==> config.mk <==
export PLATFORM = sky130hd
export DESIGN_NAME = plru8_tree
export DESIGN_NICKNAME = d
export VERILOG_FILES = /design/src/rtl/plru8_pkg.sv /design/src/rtl/plru8_walk.sv /design/src/rtl/plru8_next.sv /design/src/rtl/plru8_bank.sv /design/src/rtl/plru8_tree.sv
export SDC_FILE = /design/constraint.sdc
export NUM_CORES = 2
export LEC_CHECK = 0
export BUFFER_PORTS_ARGS = -buffer_cell sky130_fd_sc_hd__buf_2
export CAP_MARGIN = 40
export CORE_MARGIN = 3
export CORE_UTILIZATION = 48
export DETAILED_ROUTE_END_ITERATION = 16
export HOLD_SLACK_MARGIN = 0.15
export PLACE_DENSITY = 0.63
export SYNTH_ARGS = -nofsm -noshare
export SYNTH_HDL_FRONTEND = slang
export SYNTH_SLANG_ARGS = --single-unit
==> constraint.sdc <==
create_clock -name clk -period 2.9 [get_ports clk]
set_input_delay 0.145 -clock clk [delete_from_list [all_inputs] [get_ports clk]]
set_output_delay 0.145 -clock clk [all_outputs]
set_load 0.05 [all_outputs]
==> src/rtl/plru8_pkg.sv <==
package plru8_pkg;
  localparam int WAYS  = 8;
  localparam int WAY_W = 3;
  localparam int NODES = WAYS - 1;

  typedef logic [WAY_W-1:0] way_t;
  typedef logic [NODES-1:0] tree_t;

  // Nodes rewritten by an access to each way (path from root to leaf).
  function automatic tree_t path_mask(way_t w);
    case (w)
      3'd0, 3'd1: return 7'b0001011;
      3'd2, 3'd3: return 7'b0010011;
      3'd4, 3'd5: return 7'b0100101;
      default:    return 7'b1000101;
    endcase
  endfunction

  // Values written on that path, steering the tree away from the way.
  function automatic tree_t path_value(way_t w);
    case (w)
      3'd0:    return 7'b0001011;
      3'd1:    return 7'b0000011;
      3'd2:    return 7'b0010001;
      3'd3:    return 7'b0000001;
      3'd4:    return 7'b0100100;
      3'd5:    return 7'b0000100;
      3'd6:    return 7'b1000000;
      default: return 7'b0000000;
    endcase
  endfunction
endpackage

==> src/rtl/plru8_walk.sv <==
module plru8_walk
  import plru8_pkg::*;
(
  input  tree_t           node,
  input  logic [WAYS-1:0] valid_mask,
  output way_t            victim,
  output logic            hole
);
  way_t tree_pick;
  way_t empty_pick;
  logic empty_found;

  always_comb begin
    if (node[0]) begin
      if (node[2]) tree_pick = node[6] ? 3'd7 : 3'd6;
      else         tree_pick = node[5] ? 3'd5 : 3'd4;
    end else begin
      if (node[1]) tree_pick = node[4] ? 3'd3 : 3'd2;
      else         tree_pick = node[3] ? 3'd1 : 3'd0;
    end
  end

  always_comb begin
    empty_pick  = '0;
    empty_found = 1'b0;
    for (int i = WAYS - 1; i >= 0; i--) begin
      if (!valid_mask[i]) begin
        empty_pick  = way_t'(i);
        empty_found = 1'b1;
      end
    end
  end

  assign victim = empty_found ? empty_pick : tree_pick;
  assign hole   = empty_found;
endmodule

==> src/rtl/plru8_next.sv <==
module plru8_next
  import plru8_pkg::*;
(
  input  tree_t cur,
  input  way_t  way,
  output tree_t nxt
);
  tree_t keep;
  assign keep = ~path_mask(way);
  assign nxt  = (cur & keep) | path_value(way);
endmodule

==> src/rtl/plru8_bank.sv <==
module plru8_bank
  import plru8_pkg::*;
#(
  parameter  int SETS  = 128,
  localparam int SET_W = $clog2(SETS)
) (
  input  logic                 clk,
  input  logic                 wipe,
  input  logic                 wr_en,
  input  logic [SET_W-1:0]     wr_set,
  input  tree_t                wr_data,
  input  logic [SET_W-1:0]     rd_set,
  output tree_t                rd_data,
  output tree_t [SETS-1:0]     all_q
);
  tree_t [SETS-1:0] rows_q;

  for (genvar g = 0; g < SETS; g++) begin : g_row
    always_ff @(posedge clk) begin
      if (wipe)
        rows_q[g] <= '0;
      else if (wr_en && (wr_set == SET_W'(g)))
        rows_q[g] <= wr_data;
    end
  end

  assign rd_data = rows_q[rd_set];
  assign all_q   = rows_q;
endmodule

==> src/rtl/plru8_tree.sv <==
module plru8_tree
  import plru8_pkg::*;
#(
  parameter  int SETS  = 128,
  localparam int SET_W = $clog2(SETS)
) (
  input  logic             clk,
  input  logic             rst,
  input  logic             clr_all,
  input  logic [SET_W-1:0] set_idx,
  input  logic             touch_en,
  input  logic [2:0]       touch_way,
  input  logic [7:0]       valid_mask,
  output logic [2:0]       victim_way,
  output logic             victim_invalid
);
  tree_t            cur_tree;
  tree_t            new_tree;
  tree_t [SETS-1:0] state_q;
  logic             wipe;

  assign wipe = rst | clr_all;

  plru8_bank #(.SETS(SETS)) u_bank (
    .clk     (clk),
    .wipe    (wipe),
    .wr_en   (touch_en),
    .wr_set  (set_idx),
    .wr_data (new_tree),
    .rd_set  (set_idx),
    .rd_data (cur_tree),
    .all_q   (state_q)
  );

  plru8_next u_next (
    .cur (cur_tree),
    .way (touch_way),
    .nxt (new_tree)
  );

  plru8_walk u_walk (
    .node       (cur_tree),
    .valid_mask (valid_mask),
    .victim     (victim_way),
    .hole       (victim_invalid)
  );
endmodule

After elaboration in Yosys (flattened, before gate mapping)
Cells that the tools add are included.

Add/subtract/negate cells: 0. Multiply operators: 0. Divide/modulo/power cells: 0. Order comparisons: 1. Equal/unequal tests: 133. Shifts and indexed selects: 0. Mux-type cells: 28. Bitwise gates (word level): 4. Reduce and logical (&&, ||, !) cells: 133.

Operators by type and width (number): $eq A7 B7 Y1 const B (64); $eq A7 B6 Y1 const B (32); $logic_and A1 B1 Y1 (128); $eq A7 B5 Y1 const B (16); $eq A7 B4 Y1 const B (8); $bmux W7 S7 (1); $pmux W7 S7 (1); $mux W3 (12); $eq A7 B3 Y1 const B (4); $pmux W7 S3 (1); $eq A7 B2 Y1 const B (2); $mux W1 (12); $eq A3 B3 Y1 const B (3); $lt A7 B8 Y1 const B (1); $and A7 B7 Y7 (1); $eq A7 B1 Y1 const B (1); $logic_not A7 Y1 (1); $mux W7 (1); $not A7 Y7 (1); $or A7 B7 Y7 (1); $eq A3 B2 Y1 const B (2); $reduce_or A2 Y1 (3); $eq A3 B1 Y1 const B (1); $logic_not A3 Y1 (1); $or A1 B1 Y1 (1).

Register bits after elaboration: 896. Latch bits: 0. RAM bits: 0. ROM bits: 0. Bits of input ports: 22. Output and inout port bits: 4. Word-level logic and storage cells: 427. Memories kept: 0.

Logic depth before layout (Yosys ltp)
Depth after elaboration: 9. Gate-level depth with buffers: 14. Depth with buffers taken out: 8.

By module
From an unflattened synthesis, not the netlist that was laid out.

Cell total of the unflattened synthesis: 3510. Area, all modules: 39721.8 um^2.

Modules (own cells, without submodules): plru8_bank (times used 1, cells an instance 3472, area an instance 39499.1 um^2, seq. area each 17937.2 um^2); plru8_walk (times used 1, cells an instance 21, area an instance 122.6 um^2, seq. area each 0.0 um^2); plru8_next (times used 1, cells an instance 16, area an instance 93.8 um^2, seq. area each 0.0 um^2); plru8_tree (times used 1, cells an instance 1, area an instance 6.3 um^2, seq. area each 0.0 um^2).

Worst setup path before layout
Ideal clock, no wire load.

Path kind: input -> output. From: in set_idx[0]. To: out victim_way[0]. Arrival time: 3118 ps. Data required time: 2755 ps. Path slack: -363 ps. Cell stages on the path: 10. Buffers on the path: 3. Path through: buf_2 buf_6 buf_4 mux4_2 mux4_2 a31oi_1 o221ai_1 a21oi_2 mux2_2 o21ai_1.

Word-level cells in the longest chain between the ends: 6. Elaborated cells between the ends (all ways): 10. Those cells by class: 10 x mux.

Ends and longest elaborated chain: start: declaration (line plru8_tree.sv:10) `input logic [SET_W-1:0] set_idx,`; $bmux W7 S7 (*) (line plru8_bank.sv:27) `assign rd_data = rows_q[rd_set];`; $mux W7 (not written as such) (*) (line plru8_bank.sv:27); $mux W1, on equally long branches; $mux W3, on equally long branches (line plru8_walk.sv:18, plru8_walk.sv:15); $mux W3 (*) (line plru8_walk.sv:14) `if (node[0]) begin`; $mux W3 (*) (line plru8_walk.sv:34) `assign victim = empty_found ? empty_pick : tree_pick;`; end: declaration (line plru8_tree.sv:14) `output logic [2:0] victim_way,`.

Mark *: on every way between the ends. The rest lies on a longest branch, timed or not. The select of a mux whose other input is x is not followed.

Final worst setup path
From: reg u_bank.rows_q (netlist bit u_bank.all_q[49]). To: out victim_way[1].

Word-level cells in the longest chain between the ends: 4.

Ends and longest elaborated chain: start: declaration (line plru8_bank.sv:16) `tree_t [SETS-1:0] rows_q;`; start signal: indexed assignment (line plru8_bank.sv:23) `rows_q[g] <= wr_data;`; $bmux W7 S7 (line plru8_bank.sv:27); $mux W7 (not written as such) (line plru8_bank.sv:27); $mux W3 (line plru8_walk.sv:14); $mux W3 (line plru8_walk.sv:34).

Every way passes these cells. The select of a mux whose other input is x is not followed.

==> summary.md <==
Routability-driven placement finished with a final weighted congestion of 0.896. The final reports fail on negative setup slack. After floorplanning, the core was sized to cover 0.0807 mm^2. Walking the worst path, the cells encountered are mux4_2 > mux4_2 > nor2b_4 > a31oi_1 > o221ai_2 > a21oi_2 > buf_4 > mux2i_2 > buf_4 > a21oi_2 > buf_6. In the routed layout, each cell is associated on average with a via count of 5.92. The number of pins with negative max-slew slack in the final report came out at 0. The post-synthesis net count is 3911.

The synthesized design contains 0 enable-type register cells. Cells fill 57.5% of the core in the end. The first global-routing pass estimated 178000 um of wire. For the worst setup path, the data required time is 2760 ps.

Dividing total power by cell area gives a power density of 586 mW/mm^2. The run finished, with violations left. TritonCTS built the clock tree. The tree built by TritonCTS fans out to 896 sinks. In this run the cell area of the synthesized design comes to 0.0392 mm^2. At the pin with the least slew margin, the transition time is 793 ps. Leftover overflow at the end of global routing: 0.

For the final routed database, the setup TNS stands at -12550 ps. 26 I/O pins were placed. The capturing element type of the critical path is an output port. The logs give 4994 for the instance count after placement with tap cells included and 0 for the DRC violation count after routing.

The cell family contributing the most delay on the critical path is multiplexers. Summing all non-filler instances in the final layout gives an area of 0.0464 mm^2. The clock tree synthesis step divided the H-tree into 3 levels. Setup repair after global routing could not meet its margin everywhere. Of all nets on the critical path, the largest fanout is 2. After detailed routing, the average wire length per cell comes to 22.3 um. The path class of the tightest hold or removal check is in -> reg. For the number of buffers on the longest clock path, the log shows 3.

The cell with the biggest individual delay on the critical path is sky130_fd_sc_hd__mux4_2. The smallest clock period supported by the final layout is computed as 3600 ps. Ranked by total cell area, the synthesized netlist is headed by sky130_fd_sc_hd__dfxtp_1 (46%), sky130_fd_sc_hd__a211oi_1 (15%), sky130_fd_sc_hd__mux4_2 (10%).

The maximum VDD drop is 0.000412 V, and the worst hold slack is 262 ps. The worst setup path startpoint was u_bank.all_q[49]. The register with the most flip-flops in the layout has 896 of them.

For the worst setup path, the data arrival time is 3450 ps. Setup slack of the critical path after layout: -698 ps. The wire-length estimate of the detail-placed layout is 76900 um. The number of buffers and inverters on the critical path works out to 3. The run gives 0 as the count of final hold-check violations.

The logs give 0 for the count of warnings emitted by yosys and -334 ps for the worst setup slack before clock tree synthesis. The worst stage delay on the critical path came out at 520 ps. For the final database, setup skew stands at 27.1 ps. The library cell with the largest summed area after synthesis was sky130_fd_sc_hd__dfxtp_1. The count of input and output buffers was 25; the register clock-pin slew on the reported worst setup and hold paths was 60 ps. The die covers 0.0851 mm^2. The worst path uses 124% of the clock period. The logs give 2844 for the count of routing violations after the opening detailed-route iteration and 115 for the largest net degree at the start of global routing. Across the run, the number of max-cap violations was 0. The floorplan step set the die width to 292 um.

The synthesized area per cell is 10.1 um^2. The number of antenna violations at the first check in global routing was 2; the non-filler instance count after layout was 5192. After detailed routing, the total wire length is 116000 um. The die span in y was 292 um; the number of nets in the final layout was 4077. The worst setup path is of the reg -> out kind.

The prevailing post-synth register cell was sky130_fd_sc_hd__dfxtp_1. Number of endpoints failing setup at the final stage: 128. For this run, the total global-route usage over all layers was measured as 26.5%. The effective utilization at floorplan was 48.6%. The count of state elements after synthesis is 896. Final antenna diode count: 0.

The kind of start point of the critical path is a flip-flop. The tools report the post-synthesis instance total as 3889. The synthesized netlist contains 67 unique library cells. In the synthesized netlist the async set-or-reset flop fraction comes to 0%.

Once placement finished, the instance area stood at 0.0424 mm^2. Clock latency on the worst-skew pair, taken at its later pin, is 650 ps. The tools report the number of global-route vias before repair as 29.2k. The share of the yosys chip area belonging to registers was 45.8%. For the row count, the log shows 104. The detailed-route via count is 30.7k, and the top cell type's share of synthesized area is 45.8%.

The area overhead of the layout relative to synthesis is 18.4%, and the fraction of layout instances using a drive strength above 1 is 24.2%. The tools report the worst flop-to-flop path startpoint as u_bank.all_q[666]. TritonCTS created 93 clock buffers. The layout has 6781 filler cells. The run gives 15.1 nW as the static leakage. The tools report the root cell of the clock tree as sky130_fd_sc_hd__clkbuf_16. Static timing analysis puts the maximum clock frequency at 278 MHz.

The worst hold path begins at touch_way[2]. The worst pin sits at a relative slew slack of 47.1%. In this run the remaining antenna-violating nets after routing total 0. The number of iterations in the first detailed-routing pass came out at 7. Power comes to 27.2 mW.
[timing repair]
item / in CTS / in global routing
gates resized for setup: 21 / 53
endpoints found under the setup margin: 76 / 140
setup buffers: 6 / 5
gates cloned: 5 / 11
hold buffers: 1 / 0
pin swaps: 2 / 3
endpoints found under the hold margin: 2 / 0
[cell usage after synthesis (all sizes together), types with 5 or more instances]
library cell,number
a32oi,7
and2,6
mux2i,98
nand2,90
a22oi,25
clkbuf,261
a21oi,24
inv,8
a22o,11
a211oi,901
o22ai,13
nand3,22
nor2b,7
nand4,5
a31oi,9
nor2,1048
dfxtp,896
o211ai,9
buf,161
mux4,192
nand2b,6
nor3,20
mux2,13
a221oi,6
[placed cells by master (no fill, tap or decap), drive strengths merged, types with 9 or more instances in the layout]
cell / Yosys / routed
nor3: 20 / 20
o22ai: 13 / 13
a21oi: 24 / 24
mux2i: 98 / 98
a211oi: 901 / 901
inv: 8 / 10
o211ai: 9 / 9
nand2: 90 / 90
a31oi: 9 / 9
dfxtp: 896 / 896
buf: 161 / 482
clkbuf: 261 / 151
nor2: 1048 / 1048
mux2: 13 / 13
mux4: 192 / 192
a22o: 11 / 11
clkinv: 1 / 23
a22oi: 25 / 25
nand3: 22 / 22
[routing by layer]
| layer | part of all wire, % | GRT usage [%] |
|---|---|---|
| met5 | 0 | 0 |
| met4 | 2.8 | 7.98 |
| met1 | 45 | 38.4 |
| met2 | 45 | 41.0 |
| met3 | 6.6 | 3.94 |
[final cells by class]
cell class | count | area [um^2] | share of cell area, %
well taps | 1060 | 1330 | 2.86
clock inverters | 32 | 368 | 0.793
multi-input cells | 2561 | 18700 | 40.4
inverters | 9 | 33.8 | 0.0728
repair buffers | 494 | 5150 | 11.1
flip-flops and latches | 896 | 17900 | 38.7
clock buffers | 140 | 2820 | 6.08
[final timing paths]
path / endpoint / slack [ps] / depth (start not counted)
min: u_bank.all_q[484] / 260 / 5
max reg2reg: u_bank.all_q[456] / -140 / 13
max: victim_way[1] / -700 / 11
min reg2reg: u_bank.all_q[271] / 490 / 2
[power breakdown]
group	switching, mW	total [mW]	internal [mW]	leakage, nW
sequential	0.00912	12.3	12.3	7.22
combinational	1.46	2.45	0.985	6.34
clock	5.04	12.4	7.33	1.59
[tightest hold or removal path, delay by kind of cell]
family	cells	cell delay, ps
AO/OA/AOI/OAI	2	250
buffers and inverters	3	460
[cell families (layout without fill, tap and decap cells)]
family,Yosys count,after routing,synth area share (%)
AND/OR/NAND/NOR,1225,1225,12.2
multiplexers,303,303,14.0
buffers and inverters,432,675,6.96
AO/OA/AOI/OAI,1033,1033,21.0
flip-flops,896,896,45.8
Note: power is estimated with default switching activity, not from simulation.
